### config.mk
export PLATFORM = sky130hd
export DESIGN_NAME = fetch_router
export DESIGN_NICKNAME = d
export VERILOG_FILES = /design/src/rtl/fr_pkg.sv /design/src/rtl/fr_port_arb.sv /design/src/rtl/fr_fetch_unit.sv /design/src/rtl/fetch_router.sv
export SDC_FILE = /design/constraint.sdc
export NUM_CORES = 1
export LEC_CHECK = 0
export BUFFER_PORTS_ARGS = -buffer_cell sky130_fd_sc_hd__buf_2
export CAP_MARGIN = 5
export CORE_ASPECT_RATIO = 1.2
export CORE_UTILIZATION = 49
export CTS_CLUSTER_SIZE = 16
export DETAILED_ROUTE_END_ITERATION = 16
export PLACE_DENSITY = 0.86
export SYNTH_ARGS = -nofsm -noshare
export SYNTH_HDL_FRONTEND = slang
export SYNTH_SLANG_ARGS = --single-unit
### constraint.sdc
create_clock -name clk -period 3.35 [get_ports clk]
set_input_delay 0.1675 -clock clk [delete_from_list [all_inputs] [get_ports clk]]
set_output_delay 0.1675 -clock clk [all_outputs]
set_load 0.02 [all_outputs]
### src/rtl/fr_pkg.sv
package fr_pkg;
  typedef enum logic [1:0] {
    FU_IDLE = 2'd0,
    FU_WIDE = 2'd1,
    FU_BYTE = 2'd2,
    FU_FULL = 2'd3
  } fu_state_e;
endpackage

### src/rtl/fr_port_arb.sv
// Two-requester port arbiter: side a (data access) wins over side b (fetch)
// whenever the port is free; a stalled access is latched until it completes.
module fr_port_arb #(
  parameter int AW = 24
) (
  input  logic          clk,
  input  logic          rst_n,
  input  logic          a_req,
  input  logic [AW-1:0] a_addr,
  input  logic          b_req,
  input  logic [AW-1:0] b_addr,
  input  logic          b_kill,
  input  logic          stall,
  output logic          port_req,
  output logic [AW-1:0] port_addr,
  output logic          a_own,
  output logic          a_done,
  output logic          b_done,
  output logic          b_live
);
  logic          busy_q, busy_d;
  logic          own_q, own_d;
  logic          drop_q, drop_d;
  logic [AW-1:0] addr_q, addr_d;
  logic          cur_own, fire;

  always_comb begin
    cur_own   = busy_q ? own_q : (!a_req && b_req);
    port_req  = busy_q | a_req | b_req;
    port_addr = busy_q ? addr_q : (a_req ? a_addr : b_addr);
    fire      = port_req & ~stall;
    busy_d    = busy_q;
    own_d     = own_q;
    drop_d    = drop_q;
    addr_d    = addr_q;
    if (fire) begin
      busy_d = 1'b0;
      drop_d = 1'b0;
    end else if (port_req) begin
      busy_d = 1'b1;
      own_d  = cur_own;
      addr_d = port_addr;
      drop_d = (drop_q & busy_q) | (b_kill & cur_own);
    end
  end

  assign a_own  = port_req & ~cur_own;
  assign a_done = fire & ~cur_own;
  assign b_done = fire & cur_own & ~drop_q;
  assign b_live = port_req & cur_own & ~drop_q;

  always_ff @(posedge clk or negedge rst_n) begin
    if (!rst_n) begin
      busy_q <= 1'b0;
      own_q  <= 1'b0;
      drop_q <= 1'b0;
      addr_q <= '0;
    end else if (port_req) begin
      busy_q <= busy_d;
      own_q  <= own_d;
      drop_q <= drop_d;
      addr_q <= addr_d;
    end
  end

  // a stalled request stays on the port with the same address
  assert_hold_R4: assert property (@(posedge clk) disable iff (!rst_n)
    port_req && stall |=> port_req && $stable(port_addr));

  // a fetch access killed while stalled never reports its data
  assert_kill_drop_R7: assert property (@(posedge clk) disable iff (!rst_n)
    b_kill && port_req && cur_own && stall |=> !b_done);
endmodule

### src/rtl/fr_fetch_unit.sv
module fr_fetch_unit
  import fr_pkg::*;
#(
  parameter int          AW        = 24,
  parameter int          PW        = 32,
  parameter logic [AW-1:0] LIMIT   = 24'h000400,
  localparam int         NB        = PW / 8,
  localparam int         OW        = $clog2(NB),
  localparam int         CW        = $clog2(NB + 1)
) (
  input  logic          clk,
  input  logic          rst_n,
  input  logic          fetch_req,
  input  logic [AW-1:0] fetch_addr,
  input  logic          flush,
  input  logic          fb_ack,
  output logic          fetch_rdy,
  output logic          fb_valid,
  output logic [CW-1:0] fb_count,
  output logic [PW-1:0] fb_data,
  output logic          pm_b_req,
  output logic [AW-1:0] pm_b_addr,
  input  logic          pm_b_done,
  input  logic [PW-1:0] pm_rdata,
  output logic          dm_b_req,
  output logic [AW-1:0] dm_b_addr,
  input  logic          dm_b_done,
  input  logic [7:0]    dm_rdata
);
  localparam logic [CW-1:0] NB_C = CW'(NB);

  fu_state_e     st_q, st_d;
  logic [AW-1:0] addr_q, addr_d;
  logic [CW-1:0] cnt_q, cnt_d;
  logic [CW-1:0] need_q, need_d;
  logic [PW-1:0] buf_q, buf_d;
  logic [AW-1:0] span;

  always_comb begin
    st_d      = st_q;
    addr_d    = addr_q;
    cnt_d     = cnt_q;
    need_d    = need_q;
    buf_d     = buf_q;
    pm_b_req  = 1'b0;
    dm_b_req  = 1'b0;
    pm_b_addr = {addr_q[AW-1:OW], {OW{1'b0}}};
    dm_b_addr = addr_q;
    span      = LIMIT - fetch_addr;
    if (flush) begin
      st_d  = FU_IDLE;
      cnt_d = '0;
    end else begin
      unique case (st_q)
        FU_IDLE: if (fetch_req) begin
          addr_d = fetch_addr;
          cnt_d  = '0;
          buf_d  = '0;
          if (fetch_addr < LIMIT) begin
            st_d   = FU_BYTE;
            need_d = (span >= AW'(NB)) ? NB_C : span[CW-1:0];
          end else begin
            st_d   = FU_WIDE;
            need_d = NB_C - CW'(fetch_addr[OW-1:0]);
          end
        end
        FU_WIDE: begin
          pm_b_req = 1'b1;
          if (pm_b_done) begin
            buf_d = pm_rdata >> {addr_q[OW-1:0], 3'b000};
            cnt_d = need_q;
            st_d  = FU_FULL;
          end
        end
        FU_BYTE: begin
          dm_b_req = 1'b1;
          if (dm_b_done) begin
            buf_d[{cnt_q[OW-1:0], 3'b000} +: 8] = dm_rdata;
            cnt_d  = cnt_q + 1'b1;
            addr_d = addr_q + 1'b1;
            if (cnt_q + 1'b1 == need_q) st_d = FU_FULL;
          end
        end
        FU_FULL: if (fb_ack) st_d = FU_IDLE;
        default: st_d = FU_IDLE;
      endcase
    end
  end

  always_ff @(posedge clk or negedge rst_n) begin
    if (!rst_n) begin
      st_q   <= FU_IDLE;
      addr_q <= '0;
      cnt_q  <= '0;
      need_q <= '0;
      buf_q  <= '0;
    end else begin
      st_q   <= st_d;
      addr_q <= addr_d;
      cnt_q  <= cnt_d;
      need_q <= need_d;
      buf_q  <= buf_d;
    end
  end

  assign fetch_rdy = (st_q == FU_IDLE);
  assign fb_valid  = (st_q == FU_FULL);
  assign fb_count  = cnt_q;
  assign fb_data   = buf_q;

  // a presented group holds until consumed or flushed
  assert_fb_hold_R8: assert property (@(posedge clk) disable iff (!rst_n)
    fb_valid && !fb_ack && !flush |=> fb_valid && $stable(fb_data) && $stable(fb_count));

  // flush empties the buffer in the next cycle
  assert_flush_clear_R7: assert property (@(posedge clk) disable iff (!rst_n)
    flush |=> !fb_valid);

  // a presented count is always between 1 and NB
  assert_count_range_R3: assert property (@(posedge clk) disable iff (!rst_n)
    fb_valid |-> (fb_count != '0) && (fb_count <= NB_C));

  // byte-port fetch addresses stay inside the RAM region
  assert_ram_route_R1: assert property (@(posedge clk) disable iff (!rst_n)
    dm_b_req |-> dm_b_addr < LIMIT);
endmodule

### src/rtl/fetch_router.sv
module fetch_router #(
  parameter int AW        = 24,
  parameter int PW        = 32,
  parameter int RAM_LIMIT = 32'h0000_0400,
  localparam int NB       = PW / 8,
  localparam int OW       = $clog2(NB),
  localparam int CW       = $clog2(NB + 1)
) (
  input  logic          clk,
  input  logic          rst_n,
  input  logic          fetch_req,
  input  logic [AW-1:0] fetch_addr,
  output logic          fetch_rdy,
  input  logic          flush,
  output logic          fb_valid,
  output logic [CW-1:0] fb_count,
  output logic [PW-1:0] fb_data,
  input  logic          fb_ack,
  input  logic          ld_req,
  input  logic          ld_we,
  input  logic [AW-1:0] ld_addr,
  input  logic [7:0]    ld_wdata,
  output logic [7:0]    ld_rdata,
  output logic          ld_done,
  output logic          pm_req,
  output logic [AW-1:0] pm_addr,
  input  logic [PW-1:0] pm_rdata,
  input  logic          pm_stall,
  output logic          dm_req,
  output logic          dm_we,
  output logic [AW-1:0] dm_addr,
  output logic [7:0]    dm_wdata,
  input  logic [7:0]    dm_rdata,
  input  logic          dm_stall
);
  localparam logic [AW-1:0] LIM = AW'(RAM_LIMIT);

  logic [1:0]    rst_sync;
  logic          rst_i_n;
  logic          ld_ram, dm_a_req, pm_a_req, pm_store;
  logic [AW-1:0] pm_a_addr;
  logic          pm_b_req, dm_b_req, pm_b_done, dm_b_done;
  logic [AW-1:0] pm_b_addr, dm_b_addr;
  logic          pm_a_done, dm_a_done, pm_a_own, dm_a_own;
  logic          pm_b_live, dm_b_live;

  always_ff @(posedge clk or negedge rst_n) begin
    if (!rst_n) rst_sync <= 2'b00;
    else        rst_sync <= {rst_sync[0], 1'b1};
  end
  assign rst_i_n = rst_sync[1];

  assign ld_ram    = ld_addr < LIM;
  assign dm_a_req  = ld_req & ld_ram;
  assign pm_a_req  = ld_req & ~ld_ram & ~ld_we;
  assign pm_store  = ld_req & ~ld_ram & ld_we;
  assign pm_a_addr = {ld_addr[AW-1:OW], {OW{1'b0}}};

  fr_fetch_unit #(.AW(AW), .PW(PW), .LIMIT(LIM)) u_fetch (
    .clk(clk), .rst_n(rst_i_n),
    .fetch_req(fetch_req), .fetch_addr(fetch_addr), .flush(flush), .fb_ack(fb_ack),
    .fetch_rdy(fetch_rdy), .fb_valid(fb_valid), .fb_count(fb_count), .fb_data(fb_data),
    .pm_b_req(pm_b_req), .pm_b_addr(pm_b_addr), .pm_b_done(pm_b_done), .pm_rdata(pm_rdata),
    .dm_b_req(dm_b_req), .dm_b_addr(dm_b_addr), .dm_b_done(dm_b_done), .dm_rdata(dm_rdata)
  );

  fr_port_arb #(.AW(AW)) u_pm_arb (
    .clk(clk), .rst_n(rst_i_n),
    .a_req(pm_a_req), .a_addr(pm_a_addr),
    .b_req(pm_b_req), .b_addr(pm_b_addr), .b_kill(flush),
    .stall(pm_stall), .port_req(pm_req), .port_addr(pm_addr),
    .a_own(pm_a_own), .a_done(pm_a_done), .b_done(pm_b_done), .b_live(pm_b_live)
  );

  fr_port_arb #(.AW(AW)) u_dm_arb (
    .clk(clk), .rst_n(rst_i_n),
    .a_req(dm_a_req), .a_addr(ld_addr),
    .b_req(dm_b_req), .b_addr(dm_b_addr), .b_kill(flush),
    .stall(dm_stall), .port_req(dm_req), .port_addr(dm_addr),
    .a_own(dm_a_own), .a_done(dm_a_done), .b_done(dm_b_done), .b_live(dm_b_live)
  );

  assign dm_we    = dm_a_own & ld_we;
  assign dm_wdata = ld_wdata;
  assign ld_rdata = ld_ram ? dm_rdata : pm_rdata[{ld_addr[OW-1:0], 3'b000} +: 8];
  assign ld_done  = dm_a_done | pm_a_done | pm_store;

  // one fetch never holds live requests on both ports
  assert_one_port_R10: assert property (@(posedge clk) disable iff (!rst_i_n)
    !(pm_b_live && dm_b_live));

  // a program-region store never takes the program port
  assert_store_quiet_R6: assert property (@(posedge clk) disable iff (!rst_i_n)
    pm_store |-> !pm_a_own);

  // no port activity while the internal reset is held
  assert_reset_idle_R9: assert property (@(posedge clk)
    !rst_i_n |-> !pm_req && !dm_req);
endmodule

==> results.yml <==
setup_path:
  worst-r2r-cell-count: 8
  worstPathCellList: "buf_2 -> nor4_2 -> and4_1 -> buf_4 -> nand2_1 -> mux2_2 -> o221ai_1 -> buf_2"
  slowest_delay_ps: 450
  end_kind: "output pin"
  path_max_fanout: 12
  criticalPathCategory: "input pin to output pin"
  required_ps: 3180
  cp_slowest_cell: "mux2_2"
  startpoint_type: "input pin"
  reg2reg_to: "u_dm_arb.addr_q[10]"
  cpMostUsedCell: "buf_2"
  arrival_ps: 2510
  ff2ff_setup_slack_ps: 710
  rr_startpoint: "u_fetch.st_q[0]"
pwr:
  power_density_nw_per_um2: 816
  internal-power_w: 0.00469
  ir_drop_mv: 0.613
  leakage_nw: 4.62
  p_clk_share_pct: 20.8
  p_switching_w: 0.00364
  netSwitchingFraction_pct: 43.7
  combPwrFrac_pct: 47.3
  pwr-share-seq_pct: 31.9
  total_power_w: 0.00833
drt:
  wl_met2_mm: 13.7
  dr.max_layer_used: "met5"
  drt_iter0_drc: 708
  wl_met3_mm: 2.29
  route.antenna.remaining_nets: 0
  drt-met1-wl_mm: 10.2
  first_pass_iters: 5
  via_per_inst: 6.18
  routed_wirelength_mm: 27.3
  vias: 8425
  detail_route.wl_per_cell_um: 20.0
  drc: 0
logic_synthesis:
  synthDistinctLibCells: 74
  ys_warn_count: 0
  syn_nets: 1081
  synth_seq_area_share_pct: 35.3
  async_reset_ff_share_pct: 100
  synth_top_cells_by_count: "nand2_1, dfrtp_1, mux2_2"
  yosys.area.top_type: "dfrtp_1"
  yosys.area.top_type_share_pct: 35.3
  synth.most_common_cell: "nand2_1"
  ys_ff_latch: 120
  syn_area_sq_um: 8500
  ys_top_cells_by_area: "dfrtp_1, mux2_2, nand2_1, o21ai_0, mux2i_1"
  synth_cells: 963
  synth-edff-count: 0
  avgSynthCellArea_sq_um: 8.82
  synthFlopType: "dfrtp_1"
clock_tree:
  cts_repair_resize_count: 0
  cts_hold_buf: 1
  cts_root_buffer: "clkbuf_16"
  path_clk_slew_ps: 60
  cts_buffer_depth: 2
  clock_sink_count: 120
  h-tree-depth: 4
  cts_tree: "built"
  cts_made_buffers: 17
  cts_setup_buffers: 0
  clk_latency_ps: 420
place:
  dp_hpwl_mm: 19.7
  portBuffers: 193
  placed_area_sq_um: 9640
  place.gp.congestion: 0.972
  dp.cells: 1330
layout:
  finalNetCount: 1252
  fin_util_pct: 60.3
  area_growth_syn_to_layout_pct: 20.1
  postLayoutCellArea_sq_um: 10200
  layout-drive-gt1-share_pct: 32.4
  instances_no_fill: 1364
sta:
  finalClockSkew_ps: 11.2
  fmax_mhz: 374
  setup_violations: 0
  rsz0062_at_grt: "false"
  tns_ps: 0
  hold_viol: 0
  period_minus_slack_ps: 2670
  fin_crit_sh_pct: 79.8
  relSlewSlack_pct: 56.1
  worst_pin_slew_ps: 657
  finalMaxSlewViolations: 0
min_path:
  min-delay-start: "pm_stall"
  hold_depth: 2
  hold_class: "input pin to register"
  worstHoldEndpoint: "u_pm_arb.busy_q"
grt:
  grt_pass1_vias: 8076
  grtUsageTotal_pct: 30.6
  grt_pass1_wl_mm: 42.1
  antenna_found_initial: 2
  grt_max_degree: 80
  overflow: 0
die:
  die_y_um: 146
  num_rows: 52
  core_area_sq_um: 16900
  dieArea_sq_um: 17900
  die_w_um: 122
  start_util_pct: 50.2
  io_pins: 210
run:
  drv_cap: 0
outcome:
  status: "finished clean"
## layer usage
layer	up-vias	track usage, %
li1	3822	-
met1	4008	35.1
met2	509	52.2
met3	84	6.84
met4	2	16.1
met5	-	0
## flip-flops by register name, summed over array words and instances, names as in the netlist
name,flops
u_pm_arb.addr_q,24
u_pm_arb.busy_q,1
u_dm_arb.busy_q,1
u_pm_arb.own_q,1
u_pm_arb.drop_q,1
u_fetch.fb_data,32
u_fetch.dm_b_addr,24
u_dm_arb.drop_q,1
u_fetch.need_q,3
rst_sync,2
u_dm_arb.addr_q,24
u_fetch.st_q,2
u_fetch.fb_count,3
u_dm_arb.own_q,1
## power groups by stage
stage               Clock (W)  Combinational [W]  Sequential, W
CTS                   0.00175            0.00393        0.00262
finish                0.00174            0.00394        0.00265
global route          0.00181            0.00427        0.00271
global placement            0            0.00378        0.00259
detailed placement          0            0.00389        0.00263
floorplan                   0            0.00274        0.00249
## cells in the final DEF, fill, tap and decap left out, drive strengths merged, types with 22 or more instances in the layout
master	n
mux2i	40
inv	22
nor2	33
nand3	22
mux2	95
nand2	190
a21oi	50
o21ai	94
buf	219
nor2b	28
dfrtp	120
## metrics by stage
step	hold WS, ps	setup WS (ps)
2_1_floorplan	-128	948
3_3_place_gp	-46.1	707
3_5_place_dp	-46.0	632
4_1_cts	32.0	677
5_1_grt	44.6	509
6_report	53.2	677
## area by class of cell
type	instances	area, sq um
Fill cell	1437	6710
Sequential cell	120	3010
Clock inverter	11	97.6
Inverter	23	86.3
Antenna cell	1	2.50
Tap cell	216	270
Multi-Input combinational cell	752	5100
Clock buffer	21	460
Timing Repair Buffer	220	1180
## how the worst max path moves through the flow
stage | slack [ps] | endpoint | from | cells past startpoint
final | 680 | ld_done | ld_addr[14] | 8
after global placement | 710 | u_pm_arb.addr_q[12] | ld_addr[14] | 8
after floorplan | 950 | u_fetch.fb_data[24] | u_fetch.fb_count[0] | 7
after detailed placement | 630 | u_pm_arb.addr_q[22] | ld_addr[14] | 8
after CTS | 680 | ld_done | ld_addr[14] | 8
after global routing | 510 | u_fetch.dm_b_addr[22] | u_fetch.dm_b_addr[0] | 9
## critical path: cells and delay by family
family | cells | cell delay [ps]
AO/OA/AOI/OAI | 1 | 250
buffers and inverters | 3 | 550
multiplexers | 1 | 450
AND/OR/NAND/NOR | 3 | 1090
## kinds of logic (layout without fill, tap and decap cells)
| kind of cell | Yosys count | after routing | synth area share, % |
|---|---|---|---|
| adder cells (fa/ha/maj) | 13 | 13 | 1.91 |
| AO/OA/AOI/OAI | 233 | 233 | 17.3 |
| AND/OR/NAND/NOR | 354 | 354 | 20.5 |
| flip-flops | 120 | 120 | 35.3 |
| multiplexers | 143 | 143 | 19.4 |
| buffers and inverters | 91 | 275 | 4.68 |
| XOR/XNOR | 8 | 8 | 0.825 |
| other | 1 | 2 | 0.0441 |
No activity file was read; power rests on OpenSTA's default activity.
